===== config.mk =====
export PLATFORM = sky130hd
export DESIGN_NAME = pause_frame_tx
export DESIGN_NICKNAME = d
export VERILOG_FILES = /design/src/rtl/pause_frame_tx.sv
export SDC_FILE = /design/constraint.sdc
export NUM_CORES = 1
export LEC_CHECK = 0
export BUFFER_PORTS_ARGS = -buffer_cell sky130_fd_sc_hd__buf_2
export CAP_MARGIN = 20
export CORE_ASPECT_RATIO = 1.4
export CORE_MARGIN = 5
export CORE_UTILIZATION = 49
export CTS_CLUSTER_SIZE = 30
export DETAILED_ROUTE_END_ITERATION = 10
export HOLD_SLACK_MARGIN = 0.05
export MAX_ROUTING_LAYER = met4
export PLACE_DENSITY = 0.8
export SLEW_MARGIN = 20
export SYNTH_ARGS = -nofsm -noshare
export SYNTH_HDL_FRONTEND = slang
export SYNTH_SLANG_ARGS = --single-unit

===== constraint.sdc =====
create_clock -name clk -period 2.5 [get_ports clk]
set_input_delay 0.625 -clock clk [delete_from_list [all_inputs] [get_ports clk]]
set_output_delay 0.625 -clock clk [all_outputs]
set_load 0.1 [all_outputs]

===== src/rtl/pause_frame_tx.sv =====
module pause_frame_tx #(
  parameter int FRAME_LEN = 60
) (
  input  logic        clk,
  input  logic        rst_n,
  input  logic        flow_en,
  input  logic [15:0] mac_hi,
  input  logic [31:0] mac_lo,
  input  logic        ctl_wr,
  input  logic        ctl_req,
  input  logic [15:0] ctl_quanta,
  input  logic        dat_valid,
  input  logic [7:0]  dat_byte,
  input  logic        dat_last,
  output logic        dat_ack,
  input  logic        tx_ready,
  output logic        tx_valid,
  output logic [7:0]  tx_byte,
  output logic        tx_sof,
  output logic        tx_eof,
  input  logic        clr_ctl,
  input  logic        clr_dat,
  output logic        ctl_sent,
  output logic        dat_sent,
  output logic        irq
);

  localparam int LAST = FRAME_LEN - 1;
  localparam int IW   = $clog2(FRAME_LEN);

  typedef enum logic [1:0] {S_IDLE, S_CTL, S_DAT} src_t;

  src_t          state, sel;
  logic [IW-1:0] idx;
  logic          pend, dat_mid;
  logic [15:0]   pend_q, send_q;
  logic [7:0]    cbyte;

  wire ctl_go   = pend & flow_en;
  wire ctl_last = (32'(idx) == LAST);

  always_comb begin
    sel = state;
    if (state == S_IDLE)
      sel = ctl_go ? S_CTL : (dat_valid ? S_DAT : S_IDLE);
  end

  wire in_ctl   = (sel == S_CTL);
  wire in_dat   = (sel == S_DAT);
  wire ctl_take = in_ctl & tx_ready;
  wire dat_take = in_dat & dat_valid & tx_ready;
  wire req_wr   = ctl_wr & ctl_req;

  always_comb begin
    cbyte = 8'h00;
    case (32'(idx))
      0:  cbyte = 8'h01;
      1:  cbyte = 8'h80;
      2:  cbyte = 8'hC2;
      5:  cbyte = 8'h01;
      6:  cbyte = mac_hi[15:8];
      7:  cbyte = mac_hi[7:0];
      8:  cbyte = mac_lo[31:24];
      9:  cbyte = mac_lo[23:16];
      10: cbyte = mac_lo[15:8];
      11: cbyte = mac_lo[7:0];
      12: cbyte = 8'h88;
      13: cbyte = 8'h08;
      15: cbyte = 8'h01;
      16: cbyte = send_q[15:8];
      17: cbyte = send_q[7:0];
      default: cbyte = 8'h00;
    endcase
  end

  assign tx_valid = in_ctl | (in_dat & dat_valid);
  assign tx_byte  = in_ctl ? cbyte : dat_byte;
  assign tx_sof   = in_ctl ? (idx == '0) : (in_dat & dat_valid & ~dat_mid);
  assign tx_eof   = in_ctl ? ctl_last : (in_dat & dat_valid & dat_last);
  assign dat_ack  = dat_take;
  assign irq      = ctl_sent | dat_sent;

  always_ff @(posedge clk) begin
    if (!rst_n) begin
      state   <= S_IDLE;
      idx     <= '0;
      dat_mid <= 1'b0;
    end else begin
      state <= sel;
      if (ctl_take) begin
        if (ctl_last) begin
          idx   <= '0;
          state <= S_IDLE;
        end else begin
          idx <= idx + 1'b1;
        end
      end
      if (dat_take) begin
        dat_mid <= ~dat_last;
        if (dat_last) state <= S_IDLE;
      end
    end
  end

  always_ff @(posedge clk) begin
    if (!rst_n) begin
      pend   <= 1'b0;
      pend_q <= '0;
      send_q <= '0;
    end else begin
      if (ctl_take && idx == '0) begin
        send_q <= pend_q;
        pend   <= 1'b0;
      end
      if (req_wr) begin
        pend   <= 1'b1;
        pend_q <= ctl_quanta;
      end
    end
  end

  always_ff @(posedge clk) begin
    if (!rst_n) begin
      ctl_sent <= 1'b0;
      dat_sent <= 1'b0;
    end else begin
      ctl_sent <= (ctl_sent & ~clr_ctl) | (ctl_take & ctl_last);
      dat_sent <= (dat_sent & ~clr_dat) | (dat_take & dat_last);
    end
  end

  AST_FIRST_BYTE_DEST: assert property (@(posedge clk) disable iff (!rst_n)
    (in_ctl && tx_sof) |-> (tx_byte == 8'h01));
  AST_NO_TX_WHEN_GATED: assert property (@(posedge clk) disable iff (!rst_n)
    (state == S_IDLE && !flow_en && !dat_valid) |-> !tx_valid);
  AST_PEND_CONSUMED: assert property (@(posedge clk) disable iff (!rst_n)
    (ctl_take && tx_sof && !req_wr) |=> !pend);
  AST_STALL_HOLDS: assert property (@(posedge clk) disable iff (!rst_n)
    (in_ctl && !tx_ready) |=> (tx_valid && $stable(tx_byte)));
  AST_DATA_NOT_CUT: assert property (@(posedge clk) disable iff (!rst_n)
    (dat_take && !dat_last) |=> (sel == S_DAT));
  AST_CTL_FLAG_SET: assert property (@(posedge clk) disable iff (!rst_n)
    (ctl_take && tx_eof) |=> ctl_sent);
  AST_IRQ_DROPS: assert property (@(posedge clk) disable iff (!rst_n)
    (clr_ctl && clr_dat && !(tx_valid && tx_ready && tx_eof)) |=> !irq);

endmodule


* Yosys cells after proc, flatten, opt, wreduce, memory -nomap -nowiden
Index checks and enable logic that the tools add are counted.
Storage, ports and cells: output and inout port bits 15, input port bits 82, word-level logic and storage cells 64, register bits 44
Operators by class: equal/unequal tests 17, multiplexer cells 14, reductions and logical operators 5, add/subtract/negate cells 1, bitwise gates (word level) 19
Operators by type and width (number):
- case mux 8 bit (13 select lines) | 1
- equality test 6 x 4 -> 1 bit, second input constant | 7
- equality test 6 x 3 -> 1 bit, second input constant | 3
- 2-to-1 mux 2 bit | 7
- equality test 6 x 5 -> 1 bit, second input constant | 2
- bitwise AND 1 bit | 11
- 2-to-1 mux 8 bit | 1
- adder 6 x 1 -> 6 bit, second input constant | 1
- equality test 6 x 1 -> 1 bit, second input constant | 1
- equality test 6 x 2 -> 1 bit, second input constant | 1
- equality test 6 bit, second input constant | 1
- zero test 6 bit | 1
- 2-to-1 mux 6 bit | 1
- 2-to-1 mux 1 bit | 4
- NOT 1 bit | 4
- OR 1 bit | 4
- OR reduction 3 bit | 1
- equality test 2 x 1 -> 1 bit, second input constant | 1
- equality test 2 bit, second input constant | 1
- zero test 2 bit | 1
- nonzero test 2 bit | 1
- logical AND 1 bit | 1

* Logic depth before layout (Yosys ltp)
Gate-level depths: netlist (run 1).
word-level depth 8, gate-level depth with buffers 9, gate-level depth less buffers 7

* Least setup slack after synthesis (run 1)
Ideal clock, no wire load.
path kind reg-to-output, start reg idx[0], end out tx_byte[4], path slack -1.090 ns, arrival 2.965 ns, data required time 1.875 ns, path buffers 2, cell stages (with the launch flop) 8, path through dfxtp_1 -> inv_1 -> ha_1 -> clkbuf_2 -> clkbuf_1 -> and2_1 -> a21oi_1 -> a31oi_1
Between the ends: word-level cells in the longest chain between the ends 4, elaborated cells between the ends (all ways) 18, classes of those cells eq/ne (14); mux (2); reduce/logical (2)
Ends and longest elaborated chain:
- start, declared | RTL line 34 | logic [IW-1:0] idx;
- start signal, assigned | RTL line 95 | idx <= idx + 1'b1;
- equality test 6 x 4 -> 1 bit (tied with other cells) | RTL line 56 | case (32'(idx))
- OR reduction 3 bit (no line)
- case mux 8 bit (13 select lines) (*) | RTL line 56
- 2-to-1 mux 8 bit (*) | RTL line 77 | assign tx_byte = in_ctl ? cbyte : dat_byte;
- end, declared | RTL line 18 | output logic [7:0] tx_byte,
Mark *: on every way between the ends. The rest lies on a longest branch, timed or not.

* Worst setup path after layout (run 1)
start reg idx[0], end out tx_byte[0]
Same word-level chain as after synthesis.

==> flow_summary_export.csv, run 1 <==
group,metric,value,unit
logic_synthesis,muxShareOfSynthArea,0.394,%
logic_synthesis,syn_area_per_cell,8.00,um2
die,row_count,31,
placement,place.gp.congestion,0.906,
finish,final_common_cell,"buf_2",
setup_path,cp-startpoint,"idx[0]",
cts,clk_pin_slew,0.08,ns
die,dieArea,0.00675,mm2
pwr,ir_drop,408,uV
global_routing,grt_pass1_vias,2730,
run_status,status,"finished with violations",
global_routing,grt_max_degree,40,
timing,final.min_clock_period,2.72,ns
setup_path,crit_path_end,"tx_byte[0]",
logic_synthesis,synth_compound_area_share,29.4,%
finish,fillerInstances,403,
finish,antenna_cells,0,
placement,dp.cells,494,
pwr,p_leak,0.00159,uW
job,maxCapViolCount,0,
setup_path,start_kind,"flip-flop",
logic_synthesis,synthDistinctLibCells,55,
route,vias,2737,
logic_synthesis,ys.flop_type,"dfxtp_1",
timing,max_slew_margin,59.7,%
logic_synthesis,syn_area,0.00254,mm2
placement,port_buffers,96,
logic_synthesis,ys_ff_latch,44,
placement,dpl.hpwl,5770,um
global_routing,antenna_found_initial,0,
logic_synthesis,async_reset_ff_share,0,%
logic_synthesis,synthCells,318,
timing,skew,0.00787,ns
logic_synthesis,ys_seq_area_share,34.6,%
cts,cts_root_buffer,"clkbuf_8",
cts,clk_path_buf_depth,2,
logic_synthesis,syn_nets,404,
setup_path,cp_max_fo,9,
min_path,hp-class,"flip-flop to flip-flop",
route,drc,0,
finish,layout_common_cells,"buf_2 (84), nand2_1 (79), dfxtp_1 (41)",
timing,fin_ws,-0.224,ns
route,firstDrtPassIters,4,
setup_path,required,1.88,ns
route,drt_iter0_markers,117,
route,wl,7780,um
min_path,hold_depth,2,
setup_path,r2r-end,"send_q[11]",
setup_path,r2r_start,"idx[0]",
cts,clk_latency,0.30,ns
die,pin_count,97,
timing,maxSlewViolCount,0,
logic_synthesis,yosys.area_share.adder,1.97,%
timing,max_freq,367,MHz
logic_synthesis,yosys.area_share.simple,25.7,%
cts,cts_tree,"done",
setup_path,r2r_cells,8,
die,initial_core_util,49.7,%
run_status,violations,"negative setup slack",
route,route.met2.wl,4060,um
cts,clock-sinks,44,
route,dr_wl_met3,441,um
die,die_w,70.9,um
placement,place_area,0.00347,mm2
route,vias_per_cell,5.40,
timing,worstMarginPinSlew,0.604,ns
route,wire_per_inst,15.3,um
setup_path,endpoint_kind,"primary output",
setup_path,critPathKind,"flip-flop to primary output",
finish,final_cells,507,
finish,post-route-cell-area,0.00378,mm2
global_routing,grt_overflow,0,
pwr,power_density,445,mW/mm2
route,highest_layer,"met4",
die,coreArea,0.00512,mm2
die,dieHeight,95.2,um
timing,finalCritPeriodShare,109,%
logic_synthesis,synth_top_family_by_area,"compound AO/OA/AOI/OAI gates",
timing,finalSetupViolCount,8,
timing,rsz0062_at_grt,"yes",
finish,multi_input_area,0.00170,mm2
global_routing,grt_first_pass_wirelength,12500,um
logic_synthesis,synth_xor_xnor_area_share,1.38,%
cts,cts_buffers,5,
global_routing,grt_usage,23.8,%
finish,drive_gt1_share,44.2,%
logic_synthesis,synth_edf_count,0,
logic_synthesis,yosysWarnings,0,
finish,seq_area,890,um2
cts,htree_levels,2,
timing,finalHoldViolCount,0,
finish,nets,526,
route,postRouteAntennaNets,0,
setup_path,crit_arrival,2.10,ns
route,met1Wirelength,3030,um
finish,area_delta_synth_final,48.8,%
setup_path,ff2ff_setup_slack,0.60,ns
[sequential cells by signal, summed over array words and instances (netlist names)]
name,flops
ctl_sent,1
pend,1
dat_mid,1
dat_sent,1
send_q,16
idx,6
pend_q,16
state,2
[per-stage QoR]
step           total power [uW]  hold slack (ns)  setup TNS (ns)  setup WS [ns]  utilization [%]
4_1_cts                    1690            0.468           -1.36         -0.239             73.1
2_1_floorplan              1030            0.431          -0.318         -0.318                -
3_3_place_gp               1200            0.440          -0.580         -0.207             67.8
5_1_grt                    1750            0.489           -1.99         -0.311             73.9
6_report                   1680            0.465           -1.37         -0.224             73.9
3_5_place_dp               1200            0.453          -0.719         -0.226             67.8
[routing by layer]
layer,GRT usage [%],up-vias
met5,-,-
met3,3.69,18
li1,-,1360
met2,42.1,86
met4,13.2,0
met1,25.3,1273
[Yosys cell counts (2+ instances only)]
cell type / n / area, um2
a21boi_0: 24 / 180
a21boi_1: 10 / 75.1
a21oi_1: 16 / 80.1
a221oi_1: 2 / 17.5
a222oi_1: 3 / 30.0
a22o_1: 7 / 61.3
a22oi_1: 11 / 82.6
a31oi_1: 5 / 31.3
a32oi_1: 2 / 17.5
and2_1: 4 / 25.0
buf_2: 4 / 20.0
buf_4: 3 / 22.5
buf_6: 5 / 56.3
clkbuf_1: 10 / 37.5
dfxtp_1: 44 / 881
ha_1: 4 / 50.1
inv_1: 6 / 22.5
nand2_1: 79 / 297
nand2b_1: 3 / 18.8
nand3_1: 4 / 20.0
nand4_1: 2 / 12.5
nor2_1: 22 / 82.6
nor2b_1: 3 / 18.8
nor3_1: 2 / 10.0
o21ai_0: 8 / 40.0
o21ai_2: 2 / 17.5
o22ai_1: 3 / 18.8
xnor2_1: 2 / 17.5
xor2_1: 2 / 17.5
[kinds of logic after synthesis]
logic type | Yosys count
xor gates and xnor gates | 4
DFF | 44
and+or+nand+nor | 133
adders and majority gates | 4
buffers and inverters | 29
muxes | 1
AOI/OAI and AO/OA | 103
[area by class of cell]
class,instances,share of cell area (%)
clock inverters,2,0.397
inverters,6,0.728
clock buffers,6,2.18
well taps,66,2.18
repair buffers,138,26.1
multi-input cells,245,44.9
flip-flops and latches,44,23.5
[critical path: stages (launching register included)]
cell and delay (ns):
dfxtp_4 0.37, ha_2 0.26, a22o_1 0.24, a221oi_2 0.16, o221ai_1 0.13, a221oi_1 0.23, buf_4 0.17, a21oi_4 0.05
buf_12 0.17
[report_power, final]
part | switching [uW] | internal [uW] | total (uW)
clock network | 243 | 224 | 467
registers | 11.4 | 717 | 729
logic | 291 | 196 | 487
total | 546 | 1140 | 1680
[worst min path at each step]
stage	startpoint	slack, ns	endpoint
3_3_place_gp	pend_q[7]	0.44	send_q[7]
6_report	pend_q[12]	0.46	send_q[12]
3_5_place_dp	pend_q[12]	0.45	send_q[12]
2_1_floorplan	pend_q[10]	0.43	send_q[10]
5_1_grt	send_q[8]	0.49	send_q[8]
4_1_cts	send_q[10]	0.47	send_q[10]
[what timing repair did]
| item | 4_1_cts | 5_1_grt |
|---|---|---|
| setup endpoints to repair | 8 | 8 |
| hold buffers | 0 | 0 |
| pin swaps | 7 | 5 |
| resized for setup | 43 | 7 |
| setup buffers | 4 | 1 |
Note: power is estimated with default switching activity, not from simulation.
==> run 2, diff against run 1 <==
Settings changed: PLACE_DENSITY 0.8 to 0.87.
==> flow_summary_export.csv, run 2 (synthesis gave the netlist of run 1 again) <==
group,metric,value,unit
timing,worstMarginPinSlew,0.577,ns
timing,fin_ws,-0.378,ns
global_routing,antenna_found_initial,0,
job,maxCapViolCount,0,
die,pin_count,97,
finish,drive_gt1_share,46.9,%
finish,final_common_cell,"buf_2",
die,coreArea,0.00512,mm2
finish,antenna_cells,0,
cts,clk_latency,0.30,ns
pwr,ir_drop,309,uV
global_routing,grt_first_pass_wirelength,13800,um
pwr,power_density,434,mW/mm2
die,dieArea,0.00675,mm2
finish,nets,524,
route,wl,8740,um
cts,cts_tree,"done",
die,die_w,70.9,um
finish,area_delta_synth_final,51.8,%
cts,cts_root_buffer,"clkbuf_8",
cts,clock-sinks,44,
timing,finalSetupViolCount,8,
finish,layout.core_utilization,75.4,%
timing,final.min_clock_period,2.88,ns
finish,fillerInstances,346,
timing,finalHoldViolCount,0,
route,vias,2889,
setup_path,cp_max_fo,5,
global_routing,grt_pass1_vias,2997,
finish,layout_common_cells,"buf_2 (85), nand2_1 (79), dfxtp_1 (39)",
min_path,hp-class,"flip-flop to flip-flop",
timing,tns,-1.98,ns
die,row_count,31,
timing,rsz0062_at_grt,"yes",
finish,seq_area,892,um2
placement,place_area,0.00341,mm2
timing,max_slew_margin,61.5,%
finish,largest_registers,"pend_q (16), send_q (16), idx (6)",
setup_path,start_kind,"flip-flop",
setup_path,required,1.88,ns
route,vias_per_cell,5.72,
route,wire_per_inst,17.3,um
route,drt_iter0_markers,183,
cts,clk_pin_slew,0.09,ns
setup_path,crit_arrival,2.25,ns
setup_path,endpoint_kind,"primary output",
placement,dpl.hpwl,6110,um
timing,finalCritPeriodShare,115,%
die,initial_core_util,49.7,%
global_routing,grt_max_degree,40,
timing,maxSlewViolCount,0,
finish,post-route-cell-area,0.00386,mm2
timing,skew,0.00520,ns
run_status,status,"finished with violations",
route,drc,0,
cts,holdBufCountCts,0,
cts,cts_buffers,5,
cts,htree_levels,2,
cts,clk_path_buf_depth,2,
placement,place.gp.congestion,0.919,
route,firstDrtPassIters,4,
setup_path,critPathKind,"flip-flop to primary output",
placement,pre_cts_ws,-0.211,ns
die,dieHeight,95.2,um
global_routing,grt_usage,26.2,%
run_status,violations,"negative setup slack",
pwr,p_leak,0.00158,uW
timing,max_freq,348,MHz
placement,port_buffers,96,
global_routing,grt_overflow,0,
route,postRouteAntennaNets,0,
finish,multi_input_area,0.00178,mm2
-- run 2: metal layers --
layer	global-route usage (%)	vias up	part of all wire, %	wire length (um)
met5	-	-	0	0
met4	16.6	0	6.1	533
li1	-	1362	-	-
met2	47.8	141	52	4540
met1	25.3	1341	35	3060
met3	4.54	45	7.0	611
-- run 2: path summary, 6_finish.rpt --
kind,start,end,slack [ns],cells after the start
min reg2reg,pend_q[11],send_q[11],0.46,2
min,pend_q[11],send_q[11],0.46,2
max,idx[0],tx_byte[3],-0.38,8
max reg2reg,idx[3],pend,0.69,6
-- run 2: layout make-up --
cell class | count | share of cell area (%)
Multi-Input combinational cell | 245 | 46.0
Tap cell | 66 | 2.14
Clock buffer | 6 | 2.14
Clock inverter | 2 | 0.389
Timing Repair Buffer | 136 | 25.5
Sequential cell | 44 | 23.1
Inverter | 6 | 0.713
-- run 2: worst max-delay path: stages (launching register included) --
cell,delay [ns]
dfxtp_4,0.40
inv_4,0.06
ha_4,0.18
buf_6,0.12
buf_6,0.10
a222oi_1,0.37
o21ai_1,0.13
o32a_2,0.43
buf_12,0.18
-- run 2: what timing repair did --
item	4_1_cts	5_1_grt
setup endpoints to repair	8	8
pin swaps	20	19
gates resized for setup	53	16
buffers inserted	10	3
-- run 2: stage by stage --
step	cells	hold WS, ns	power [uW]
final	505	0.461	1680
after global routing	505	0.491	1740
after CTS	502	0.466	1680
after detailed placement	484	0.447	1210
after global placement	484	0.441	1200
after floorplan	318	0.431	1030
-- run 2: where the power goes --
group | internal (uW) | switching (uW) | leakage [uW]
sequential | 717 | 13.0 | 0.000360
combinational | 185 | 298 | 0.00118
clock | 224 | 240 | 0.0000434
total | 1130 | 550 | 0.00158
==> run 3, diff against run 2 <==
Settings changed: CORE_UTILIZATION 49 to 50, PLACE_DENSITY 0.87 to 0.88.
Clock period 2.5 ns to 3.65 ns, I/O delays scaled along.
==> flow_summary_export.csv, run 3 (synthesis gave the netlist of run 1 again) <==
group,metric,value,unit
setup_path,endpoint_kind,"primary output",
setup_path,ff2ff_setup_slack,1.67,ns
die,pin_count,97,
cts,cts_tree,"done",
setup_path,crit_arrival,2.58,ns
die,coreArea,0.00488,mm2
run_status,status,"completed",
die,dieHeight,94.4,um
placement,place_area,0.00301,mm2
finish,area_delta_synth_final,23.4,%
global_routing,grt_overflow,0,
setup_path,cp_max_fo,5,
timing,max_slew_margin,54.1,%
route,vias_per_cell,5.41,
finish,post-route-cell-area,0.00314,mm2
route,wl,7040,um
global_routing,grt_max_degree,40,
cts,cts_resized,0,
die,dieArea,0.00663,mm2
finish,antenna_cells,0,
global_routing,grt_pass1_vias,2640,
timing,skew,0.00741,ns
route,firstDrtPassIters,4,
setup_path,critPathKind,"flip-flop to primary output",
cts,clock-sinks,44,
route,wire_per_inst,15.1,um
cts,clk_latency,0.30,ns
pwr,ir_drop,312,uV
timing,finalSetupViolCount,0,
finish,drive_gt1_share,31.3,%
placement,port_buffers,96,
cts,cts_buffers,5,
timing,maxSlewViolCount,0,
global_routing,grt_first_pass_wirelength,11600,um
timing,finalHoldViolCount,0,
cts,clk_pin_slew,0.08,ns
route,vias,2520,
route,postRouteAntennaNets,0,
timing,rsz0062_at_grt,"no",
setup_path,start_kind,"flip-flop",
timing,worstMarginPinSlew,0.686,ns
placement,dp.cells,459,
cts,cts_setup_buffers,0,
finish,final_common_cell,"buf_2",
cts,htree_levels,2,
die,die_w,70.3,um
global_routing,grt_usage,22.0,%
job,maxCapViolCount,0,
setup_path,required,2.74,ns
timing,finalCritPeriodShare,95.6,%
route,drt_iter0_markers,190,
die,row_count,30,
timing,max_freq,287,MHz
cts,holdBufCountCts,0,
finish,final_cells,466,
route,drc,0,
finish,nets,488,
placement,place.gp.congestion,0.932,
finish,layout_common_cells,"buf_2 (96), nand2_1 (79), dfxtp_1 (44)",
placement,dpl.hpwl,5450,um
pwr,p_leak,0.00130,uW
pwr,power_density,375,mW/mm2
cts,clk_path_buf_depth,2,
die,initial_core_util,52.1,%
cts,cts_root_buffer,"clkbuf_8",
min_path,hp-class,"flip-flop to flip-flop",
finish,largest_registers,"pend_q (16), send_q (16), idx (6)",
timing,final.min_clock_period,3.49,ns
global_routing,antenna_found_initial,0,
-- run 3: cell types whose count changed in the layout (fill, tap and decap cells not counted), moves of 8 or more --
| cell | delta |
|---|---|
| buf_12 | -11 |
| a21oi_1 | +10 |
| buf_4 | -27 |
| buf_2 | +11 |
| buf_6 | -8 |
-- run 3: cell type report --
type                            instances  area, um2
Fill cell                             427       1740
Clock inverter                          2       60.1
Clock buffer                            5       68.8
Timing Repair Buffer                  100        510
Inverter                                6       22.5
Tap cell                               64       80.1
Multi-Input combinational cell        245       1520
Sequential cell                        44        881
-- run 3: worst max-delay path: stages, from the launching register on --
cell and delay [ns]:
dfxtp_1 0.35, inv_1 0.11, ha_1 0.27, o21ai_0 0.12, a2111oi_1 0.69, a211oi_1 0.10, a21oi_1 0.18, buf_2 0.45
-- run 3: final timing paths --
| kind | startpoint | to | cells past startpoint |
|---|---|---|---|
| worst max-delay path | idx[0] | tx_byte[1] | 7 |
| worst min-delay path | pend_q[12] | send_q[12] | 2 |
| worst max register to register | idx[0] | send_q[0] | 7 |
| worst min register to register | pend_q[12] | send_q[12] | 2 |
-- run 3: per-layer routing --
layer	global-route usage [%]	share of wire, %
met1	22.2	39
met2	38.2	50
met3	6.50	8.4
met4	11.3	2.7
met5	-	0
-- run 3: power by group --
part / total, uW / switching (uW) / internal, uW / leakage (uW)
registers: 501 / 7.96 / 493 / 0.000357
clock network: 428 / 158 / 269 / 0.0000642
logic: 249 / 179 / 70.6 / 0.000882
-- run 3: metrics by stage --
stage               hold WS [ns]  util [%]  setup WS (ns)  power (uW)  TNS [ns]
global route               0.484      64.3         0.0543        1220         0
floorplan                  0.431         -         -0.317         692    -0.936
finish                     0.453      64.3          0.161        1180         0
CTS                        0.457      64.3         0.0607        1180         0
global placement           0.440      61.6          0.219         757         0
detailed placement         0.447      61.6          0.179         761         0
